[src/rtl/cmp_pkg.sv]
package cmp_pkg;

    typedef enum logic [3:0] {
        CC_EQ  = 4'd0,
        CC_NE  = 4'd1,
        CC_ULT = 4'd2,
        CC_UGE = 4'd3,
        CC_ULE = 4'd4,
        CC_UGT = 4'd5,
        CC_SLT = 4'd6,
        CC_SGE = 4'd7,
        CC_SLE = 4'd8,
        CC_SGT = 4'd9
    } cc_e;

    typedef struct packed {
        logic z;
        logic c;
        logic s;
        logic v;
    } flags_t;

    typedef enum logic {
        S_IDLE = 1'b0,
        S_DONE = 1'b1
    } st_e;

endpackage

[src/rtl/cmp_sub.sv]
module cmp_sub
    import cmp_pkg::*;
#(
    parameter int W = 8
) (
    input  logic [W-1:0] a,
    input  logic [W-1:0] b,
    output flags_t       fl
);
    localparam int MSB = W - 1;

    logic [W:0]   wide;
    logic [W-1:0] diff;

    always_comb begin
        wide = {1'b0, a} - {1'b0, b};
        diff = wide[W-1:0];
        fl.z = (diff == '0);
        fl.c = wide[W];
        fl.s = diff[MSB];
        fl.v = (a[MSB] ^ b[MSB]) & (diff[MSB] ^ a[MSB]);
    end
endmodule

[src/rtl/cmp_cond_eval.sv]
module cmp_cond_eval
    import cmp_pkg::*;
#(
    parameter int CW = 4
) (
    input  flags_t          fl,
    input  logic [CW-1:0]   cc,
    output logic            take
);
    logic lt;

    always_comb begin
        lt = fl.s ^ fl.v;
        unique case (cc)
            CC_EQ:   take = fl.z;
            CC_NE:   take = ~fl.z;
            CC_ULT:  take = fl.c;
            CC_UGE:  take = ~fl.c;
            CC_ULE:  take = fl.c | fl.z;
            CC_UGT:  take = ~(fl.c | fl.z);
            CC_SLT:  take = lt;
            CC_SGE:  take = ~lt;
            CC_SLE:  take = lt | fl.z;
            CC_SGT:  take = ~(lt | fl.z);
            default: take = 1'b0;
        endcase
    end
endmodule

[src/rtl/cmp_flag_unit.sv]
module cmp_flag_unit
    import cmp_pkg::*;
#(
    parameter int W = 8
) (
    input  logic         clk,
    input  logic         rst_n,
    input  logic         in_vld,
    input  logic [W-1:0] op_a,
    input  logic [W-1:0] op_b,
    input  logic [3:0]   cond,
    output logic         out_vld,
    output logic         flag_z,
    output logic         flag_c,
    output logic         flag_s,
    output logic         flag_v,
    output logic         taken
);
    localparam int CW = 4;

    st_e    state_q, state_d;
    flags_t fl_new, fl_q;
    logic   take_new, take_q;

    cmp_sub #(.W(W)) u_sub (
        .a  (op_a),
        .b  (op_b),
        .fl (fl_new)
    );

    cmp_cond_eval #(.CW(CW)) u_eval (
        .fl   (fl_new),
        .cc   (cond),
        .take (take_new)
    );

    // next state: ACCEPT on strobe, DRAIN otherwise
    always_comb begin
        unique case (state_q)
            S_IDLE:  state_d = in_vld ? S_DONE : S_IDLE;
            S_DONE:  state_d = in_vld ? S_DONE : S_IDLE;
            default: state_d = S_IDLE;
        endcase
    end

    always_ff @(posedge clk) begin
        if (!rst_n) begin
            state_q <= S_IDLE;
        end else begin
            state_q <= state_d;
        end
    end

    always_ff @(posedge clk) begin
        if (!rst_n) begin
            fl_q   <= '0;
            take_q <= 1'b0;
        end else if (in_vld) begin
            fl_q   <= fl_new;
            take_q <= take_new;
        end
    end

    always_comb begin
        out_vld = (state_q == S_DONE);
        flag_z  = fl_q.z;
        flag_c  = fl_q.c;
        flag_s  = fl_q.s;
        flag_v  = fl_q.v;
        taken   = take_q;
    end
endmodule

[config.mk]
export PLATFORM = sky130hd
export DESIGN_NAME = cmp_flag_unit
export DESIGN_NICKNAME = d
export VERILOG_FILES = /design/src/rtl/cmp_pkg.sv /design/src/rtl/cmp_sub.sv /design/src/rtl/cmp_cond_eval.sv /design/src/rtl/cmp_flag_unit.sv
export SDC_FILE = /design/constraint.sdc
export NUM_CORES = 1
export LEC_CHECK = 0
export BUFFER_PORTS_ARGS = -buffer_cell sky130_fd_sc_hd__buf_2
export CORE_UTILIZATION = 45
export CTS_BUF_LIST = sky130_fd_sc_hd__clkbuf_16
export DETAILED_ROUTE_END_ITERATION = 10
export GPL_ROUTABILITY_DRIVEN = 0
export PLACE_DENSITY = 0.72
export SLEW_MARGIN = 25
export SYNTH_ARGS = -nofsm -noshare
export SYNTH_HDL_FRONTEND = slang
export SYNTH_HIERARCHICAL = 1
export SYNTH_SLANG_ARGS = --single-unit
[constraint.sdc]
create_clock -name clk -period 4.69 [get_ports clk]
set_input_delay 0.7035 -clock clk [delete_from_list [all_inputs] [get_ports clk]]
set_output_delay 0.7035 -clock clk [all_outputs]
set_load 0.01 [all_outputs]
# == Word-level counts from Yosys, hierarchy flattened ==
# Index checks and enable logic that the tools add are counted.
# classes
n_addsub,1
multipliers,0
div,0
n_lt_le_gt_ge,0
n_eq_ne,9
shift,0
mux,2
n_bitwise,11
n_reduce_logical,2
# op_table
cell,n
"4-bit by 3-bit == test with 1-bit output, second input constant",4
1-bit one-hot mux with 10 select lines,1
8-bit by 8-bit subtractor with 9-bit output,1
"4-bit by 2-bit == test with 1-bit output, second input constant",2
"4-bit == test, second input constant",2
8-bit zero test,1
1-bit NOT,5
"4-bit by 1-bit == test with 1-bit output, second input constant",1
4-bit zero test,1
1-bit XOR,3
1-bit OR,2
1-bit AND,1
1-bit 2-to-1 mux,1
# word_totals
ff_bits,6
latch_bits,0
mem_bits_rw,0
romBits,0
inputBits,23
output_inout_bits,6
wordCells,31
mem_count,0

# == Longest topological paths before layout ==
# Gate-level depths: netlist of the first run.
# depth
word_depth,7
mapped_depth,14
mapped_depth_nobuf,14

# == Cells and area by module ==
# The synthesis of the first run kept the hierarchy.
# modules_own_cells
module,instances,cells_each,area_each_um2
cmp_sub,1,58,391.6
cmp_flag_unit,1,18,220.2
cmp_cond_eval,1,18,126.4

# == Least setup slack after synthesis of the first run ==
# OpenSTA, ideal clock, no wires.
# synth_path
kind,input to register
start,input port op_a[0]
end,"register take_q, in the netlist taken"
setup_ns,0.065
arrival_time_ns,3.017
t_required_ns,4.625
slack_ns,1.608
stages,13
cell_sequence,inv_1 > ha_1 > fa_1 > nand2b_2 > a211oi_2 > o221ai_1 > a2111oi_2 > a21oi_1 > a22oi_2 > a22oi_1 > a211oi_2 > mux2i_1 > nor2b_1
# synth_lines
item,line_no,rtl
start: declaration,cmp_flag_unit.sv:9,"input logic [W-1:0] op_a,"
end signal: assignment,cmp_flag_unit.sv:60,take_q <= take_new;
end: declaration,cmp_flag_unit.sv:23,"logic take_new, take_q;"

==> summary.txt, run 1 <==
Outcome
  • Outcome: finished clean

Timing
  • Worst-Margin Slew: 491.8 ps
  • Unrepaired setup endpoints after global routing: false
  • Tmin final: 3192 ps
  • Final Cycle Share: 68.05%
  • Setup TNS: 0 ps
  • Setup Viol. Count Final: 0
  • Slew HR: 66.98%
  • Fin. max-slew vios: 0
  • Final hold vios: 0
  • Clk_skew: 0 ps
  • Max Clk Rate: 313.3 MHz

Clocking
  • Reg clk slew, reported paths: 30 ps
  • Clk Latency, worst-skew pair: 230 ps
  • Clk Tree Root Cell: clkbuf_16
  • CTS Buf Count: 3
  • Clock Sinks: 6
  • Hold Buf Count CTS: 0
  • Worst-case clock buffer depth: 2
  • CTS tree: done
  • Number of gates resized after CTS: 0
  • Post-CTS Setup Inserts: 0
  • H-tree depth: 1

Route
  • Drt initial violations: 10
  • # DRC: 0
  • Routed Antenna Nets: 0
  • Vias per cell: 5.407
  • Drt pass-1 iters: 4
  • WL per Instance: 10.96 microns
  • Via Count: 757
  • Final WL: 1.534 mm

GRT
  • Vias in the first global route: 695
  • First-pass GRT wire length: 2.635 mm
  • Grt ovf: 0
  • Total GRT Usage: 18.32%
  • Largest net degree at the start of global routing: 8
  • Initial antenna violation count: 0

Flow run
  • # Max-Cap Violations: 0

Worst setup path
  • Critical R2R Launch: flag_z$_SDFFE_PN0P_
  • Critical R2R Capture: flag_z$_SDFFE_PN0P_
  • Reg2reg path depth: 2
  • Crit path capture: taken$_SDFFE_PN0P_
  • Critical path launch point: op_a[0]
  • Endpoint type of the worst setup path: register
  • Crit path launch type: primary input
  • R2R Setup Slk: 4050 ps
  • Crit Path Max Fanout: 3
  • CP required: 4850 ps
  • Crit path DAT: 3350 ps
  • WS Path Type: in2reg

Pwr
  • Power Total: 0.2856 mW
  • Power per cell area: 296.9 nW/um^2
  • Worst vdd ir: 0.2393 mV
  • Leakage power: 0.4886 nW

Layout
  • ANT cells: 0
  • Commonest non-fill, non-tap cell in the layout: buf_2
  • Share of cells above drive strength 1: 31.45%
  • Fill count: 141
  • Nets: 158
  • Area grow syn2layout: 30.34%
  • Most frequent cells in the layout: 28 x buf_2, 12 x inv_1, 10 x nor2_1, 8 x a21oi_1, 8 x ha_1

Floorplan
  • Starting density of the core: 48.44%
  • Placement Rows: 14
  • Die H: 42.50 microns
  • Die area: 1806 sq um
  • Placeable Area: 1524 sq um
  • IO Count: 29
  • Die Width: 42.50 microns

Synthesis
  • Syn nets: 126
  • Netlist Area Pre-Place: 738.2 sq um
  • YS warnings: 6
  • #FFs+latches synth: 6
  • Sequential fraction of the synthesis area: 16.27%
  • Distinct cells, synth: 35
  • Post-Synthesis Cells: 94
  • Avg Inst Size Synth: 7.853 sq um
  • FFs w/ async S/R, synth: 0%
  • Post-synth EDFFs: 0
  • Top cell type's share of synthesized area: 16.27%
  • Top cell type by total area after synthesis: dfxtp_1
  • Ranking of synthesized cells by area: dfxtp_1 16%, ha_1 14%, mux2i_1 6.8%, inv_1 6.1%, a21oi_1 5.4%
  • Primary FF master, synth: dfxtp_1

Min path
  • Worst hold-check path type: reg2reg
  • WHS Path Cells: 2

Placed design
  • HPWL Detailed: 1.292 mm
  • IO buf count: 28
-- stage by stage --
| stage | util, % | setup slack, ps | area [sq um] | cells | hold WS (ps) |
|---|---|---|---|---|---|
| 3_5_place_dp | 58.21 | 1277 | 887.1 | 137 | 502.9 |
| 6_report | 63.14 | 1498 | 962.2 | 140 | 515.0 |
| 3_3_place_gp | 58.21 | 1380 | 887.1 | 137 | 497.2 |
| 4_1_cts | 63.14 | 1508 | 962.2 | 140 | 521.8 |
| 2_1_floorplan | - | 1608 | 738.2 | 94 | 538.3 |
| 5_1_grt | 63.14 | 1319 | 962.2 | 140 | 540.8 |
-- worst max-delay path, cell delays in order --
cell	delay, ps
buf_2	70
inv_1	30
ha_1	210
fa_1	390
xor2_1	160
nand3_1	110
a211oi_1	200
o221ai_1	160
a2111oi_2	490
a21oi_1	120
a22oi_2	200
a22oi_1	130
a211oi_2	150
mux2i_1	90
nor2b_1	120
-- synthesized netlist by cell type, types with 2 or more instances --
cell type and instances:
a211oi_2 2, a21oi_1 8, dfxtp_1 6, ha_1 8
inv_1 12, mux2i_1 5, nand2_1 4, nand2b_1 2
nand3_1 2, nor2_1 10, nor2_2 2, nor2b_1 5
o21ai_0 2, o21ai_1 2, xnor2_1 2, xor2_1 3
-- flip-flops by register name, indices dropped and copies added (netlist names) --
signal,count
flag_c,1
flag_s,1
flag_v,1
flag_z,1
out_vld,1
taken,1
-- layout make-up --
type	instances	area, sq um	share of cell area (%)
Tap cell	16	20.02	2.081
Timing Repair Buffer	28	140.1	14.56
Multi-Input combinational cell	75	561.8	58.39
Clock buffer	3	75.07	7.802
Sequential cell	6	120.1	12.48
Inverter	12	45.04	4.681
-- kinds of logic after synthesis --
kind of cell / after synthesis / share of synthesized area, %
AO/OA/AOI/OAI: 26 / 25.77
AND/OR/NAND/NOR: 30 / 21.36
multiplexers: 5 / 6.780
buffers and inverters: 13 / 7.627
flip-flops: 6 / 16.27
adder cells (fa/ha/maj): 9 / 16.27
XOR/XNOR: 5 / 5.933
-- metal layers --
layer	track usage (%)	part of all wire, %
met4	7.500	0.78
met1	22.72	47
met3	1.293	3.8
met2	32.31	48
met5	0	0
-- where the power goes --
part / internal, mW / switching (mW)
Clock: 0.109 / 0.0266
Sequential: 0.0551 / 0.00158
Combinational: 0.0418 / 0.0514
-- how the worst min path moves through the flow --
stage / start / to / slack [ps]
3_5_place_dp: flag_s$_SDFFE_PN0P_ / flag_s$_SDFFE_PN0P_ / 500
3_3_place_gp: flag_v$_SDFFE_PN0P_ / flag_v$_SDFFE_PN0P_ / 500
6_report: flag_c$_SDFFE_PN0P_ / flag_c$_SDFFE_PN0P_ / 520
5_1_grt: taken$_SDFFE_PN0P_ / taken$_SDFFE_PN0P_ / 540
4_1_cts: flag_s$_SDFFE_PN0P_ / flag_s$_SDFFE_PN0P_ / 520
2_1_floorplan: flag_c$_SDFFE_PN0P_ / flag_c$_SDFFE_PN0P_ / 540
Power figures use the tool's default switching activity.
==> run 2, diff against run 1 <==
==> constraint.sdc (replaced) <==
create_clock -name clk -period 3.2 [get_ports clk]
set_input_delay 0.48 -clock clk [delete_from_list [all_inputs] [get_ports clk]]
set_output_delay 0.48 -clock clk [all_outputs]
set_load 0.01 [all_outputs]
==> run 2 against run 1 <==
Net effect:
- combinational power up 47%
- setup slack worse by 1200 ps
- count of clock-buffer cells in the layout unchanged
- critical endpoint unchanged
- sequential power up 46%
- wire length up 0.46%
- largest power group unchanged
- cell count unchanged
- critical path depth down 1
- design area unchanged
- first-iteration DRC count down 20%
- largest cell class unchanged
- clock skew unchanged
==> summary.txt, run 2 (synthesized netlist as in run 1, its figures left out) <==
Layout
  • Fin cells: 140 (unchanged)
  • Area grow syn2layout: 30.34% (unchanged)
  • Share of cells above drive strength 1: 31.45% (unchanged)
  • ANT cells: 0 (unchanged)
  • Nets: 158 (unchanged)
  • Most frequent cells in the layout: 28 x buf_2, 12 x inv_1, 10 x nor2_1, 8 x a21oi_1, 8 x ha_1
  • Commonest non-fill, non-tap cell in the layout: buf_2

Worst setup path
  • Critical R2R Launch: flag_v$_SDFFE_PN0P_
  • Critical R2R Capture: flag_v$_SDFFE_PN0P_
  • CP required: 3360 ps (-1490 ps)
  • CP top delay family: compound AO/OA/AOI/OAI gates
  • Crit Path Max Fanout: 3 (unchanged)
  • Levels on crit path: 14 (-1)
  • CP bufs+invs: 2 (unchanged)
  • Critical path launch point: op_a[0]
  • CP peak stage delay: 470 ps (-20 ps)
  • Crit path launch type: primary input
  • Reg2reg path depth: 2 (unchanged)
  • WS Path Type: in2reg
  • R2R Setup Slk: 2590 ps (-1460 ps)
  • Endpoint type of the worst setup path: register
  • Crit path DAT: 3080 ps (-270 ps)
  • Crit-path cells: buf_2 -> inv_1 -> ha_1 -> fa_1 -> nand2b_2 -> a211oi_2 -> o221ai_1 -> a2111oi_2 -> a21oi_1 -> a22oi_2 -> a22oi_1 -> a211oi_2 -> mux2i_1 -> nor2b_1
  • Worst path most repeated cell: a211oi_2
  • Crit path capture: taken$_SDFFE_PN0P_
  • Cell with the largest stage delay on the worst path: a2111oi_2

Clocking
  • Clk Latency, worst-skew pair: 220 ps (about the same)
  • Post-CTS Setup Inserts: 0 (unchanged)
  • Number of gates resized after CTS: 0 (unchanged)
  • CTS Buf Count: 3 (unchanged)
  • Worst-case clock buffer depth: 2 (unchanged)
  • Reg clk slew, reported paths: 30 ps (about the same)
  • H-tree depth: 1 (unchanged)
  • Hold Buf Count CTS: 0 (unchanged)
  • CTS tree: done
  • Clock Sinks: 6 (unchanged)
  • Clk Tree Root Cell: clkbuf_16

GRT
  • Total GRT Usage: 19.10% (+0.78 points)
  • Grt ovf: 0 (unchanged)
  • Largest net degree at the start of global routing: 8 (unchanged)
  • Vias in the first global route: 691 (-0.58%)
  • First-pass GRT wire length: 2.642 mm (+0.27%)
  • Initial antenna violation count: 0 (unchanged)

Outcome
  • Outcome: finished clean

Timing
  • Setup Viol. Count Final: 0 (unchanged)
  • Setup TNS: 0 ps (unchanged)
  • Final hold vios: 0 (unchanged)
  • Worst-Margin Slew: 497.9 ps (+6.152 ps)
  • Tmin final: 2917 ps
  • Unrepaired setup endpoints after global routing: false
  • Max Clk Rate: 342.9 MHz
  • Fin. max-slew vios: 0 (unchanged)
  • Slew HR: 66.57% (-0.41 points)
  • Clk_skew: 0 ps (unchanged)
  • Final Cycle Share: 91.15%

Pwr
  • Leakage power: 0.4886 nW (unchanged)
  • Power per cell area: 435.1 nW/um^2 (+47%)
  • Worst vdd ir: 0.3990 mV (+67%)

Min path
  • Worst hold-check path type: reg2reg

Route
  • Routed Antenna Nets: 0 (unchanged)
  • WL per Instance: 11.01 microns (+0.46%)
  • Drt initial violations: 8 (-2)
  • Drt pass-1 iters: 4 (unchanged)
  • # DRC: 0 (unchanged)
  • Final WL: 1.541 mm (+0.46%)
  • Via Count: 743 (-1.8%)
  • Vias per cell: 5.307 (-1.8%)

Flow run
  • # Max-Cap Violations: 0 (unchanged)

Floorplan
  • Die H: 42.50 microns (unchanged)
  • Placement Rows: 14 (unchanged)
  • Die area: 1806 sq um (unchanged)
  • Starting density of the core: 48.44% (unchanged)
  • Die Width: 42.50 microns (unchanged)
  • IO Count: 29 (unchanged)
  • Placeable Area: 1524 sq um (unchanged)

Placed design
  • IO buf count: 28 (unchanged)
  • Placed cell count: 137 (unchanged)
  • HPWL Detailed: 1.317 mm (+1.9%)
## run 2: cell counts in the layout (fill, tap and decap cells not counted)
No cell type changed its count.
## run 2: where the power goes
part	internal [mW]	switching (mW)	total [mW]
clock network	0.160	0.0391	0.199
logic	0.0612	0.0754	0.137
registers	0.0807	0.00212	0.0828
total	0.302	0.117	0.419
## run 2: worst min-delay path by stage
stage	startpoint	end	cells past startpoint
4_1_cts	taken$_SDFFE_PN0P_	taken$_SDFFE_PN0P_	2
5_1_grt	taken$_SDFFE_PN0P_	taken$_SDFFE_PN0P_	2
6_report	taken$_SDFFE_PN0P_	taken$_SDFFE_PN0P_	2
2_1_floorplan	flag_c$_SDFFE_PN0P_	flag_c$_SDFFE_PN0P_	2
3_5_place_dp	flag_s$_SDFFE_PN0P_	flag_s$_SDFFE_PN0P_	2
3_3_place_gp	flag_v$_SDFFE_PN0P_	flag_v$_SDFFE_PN0P_	2
## run 2: layout make-up
class	instances	area, sq um
Clock buffer	3	75.07
Fill cell	153	561.8
Inverter	12	45.04
Multi-Input combinational cell	75	561.8
Sequential cell	6	120.1
Tap cell	16	20.02
Timing Repair Buffer	28	140.1
## run 2: per-stage QoR
step / util, % / hold slack [ps] / instance area, sq um / power, mW / setup slack [ps]
floorplan: - / 538.3 / 738.2 / 0.1828 / 341.1
global placement: 58.21 / 497.2 / 887.1 / 0.2179 / 113.0
detailed placement: 58.21 / 505.0 / 887.1 / 0.2208 / 55.00
CTS: 63.14 / 513.3 / 962.2 / 0.4226 / 259.2
global route: 63.14 / 526.8 / 962.2 / 0.4414 / 66.33
finish: 63.14 / 506.4 / 962.2 / 0.4187 / 283.3
## run 2: per-layer routing
layer  wire length (microns)  GRT usage, %  vias to the layer above
met1                     748         22.92                      335
met4                       0         9.375                        0
met3                      42         3.879                        0
met5                       0             0                        -
li1                        -             -                      392
met2                     750         32.00                       16
## run 2: worst reg2reg max path: cells and delay by family (launching register included)
family	cells	cell delay (ps)
and+or+nand+nor	1	70
muxes	1	130
DFF	1	300
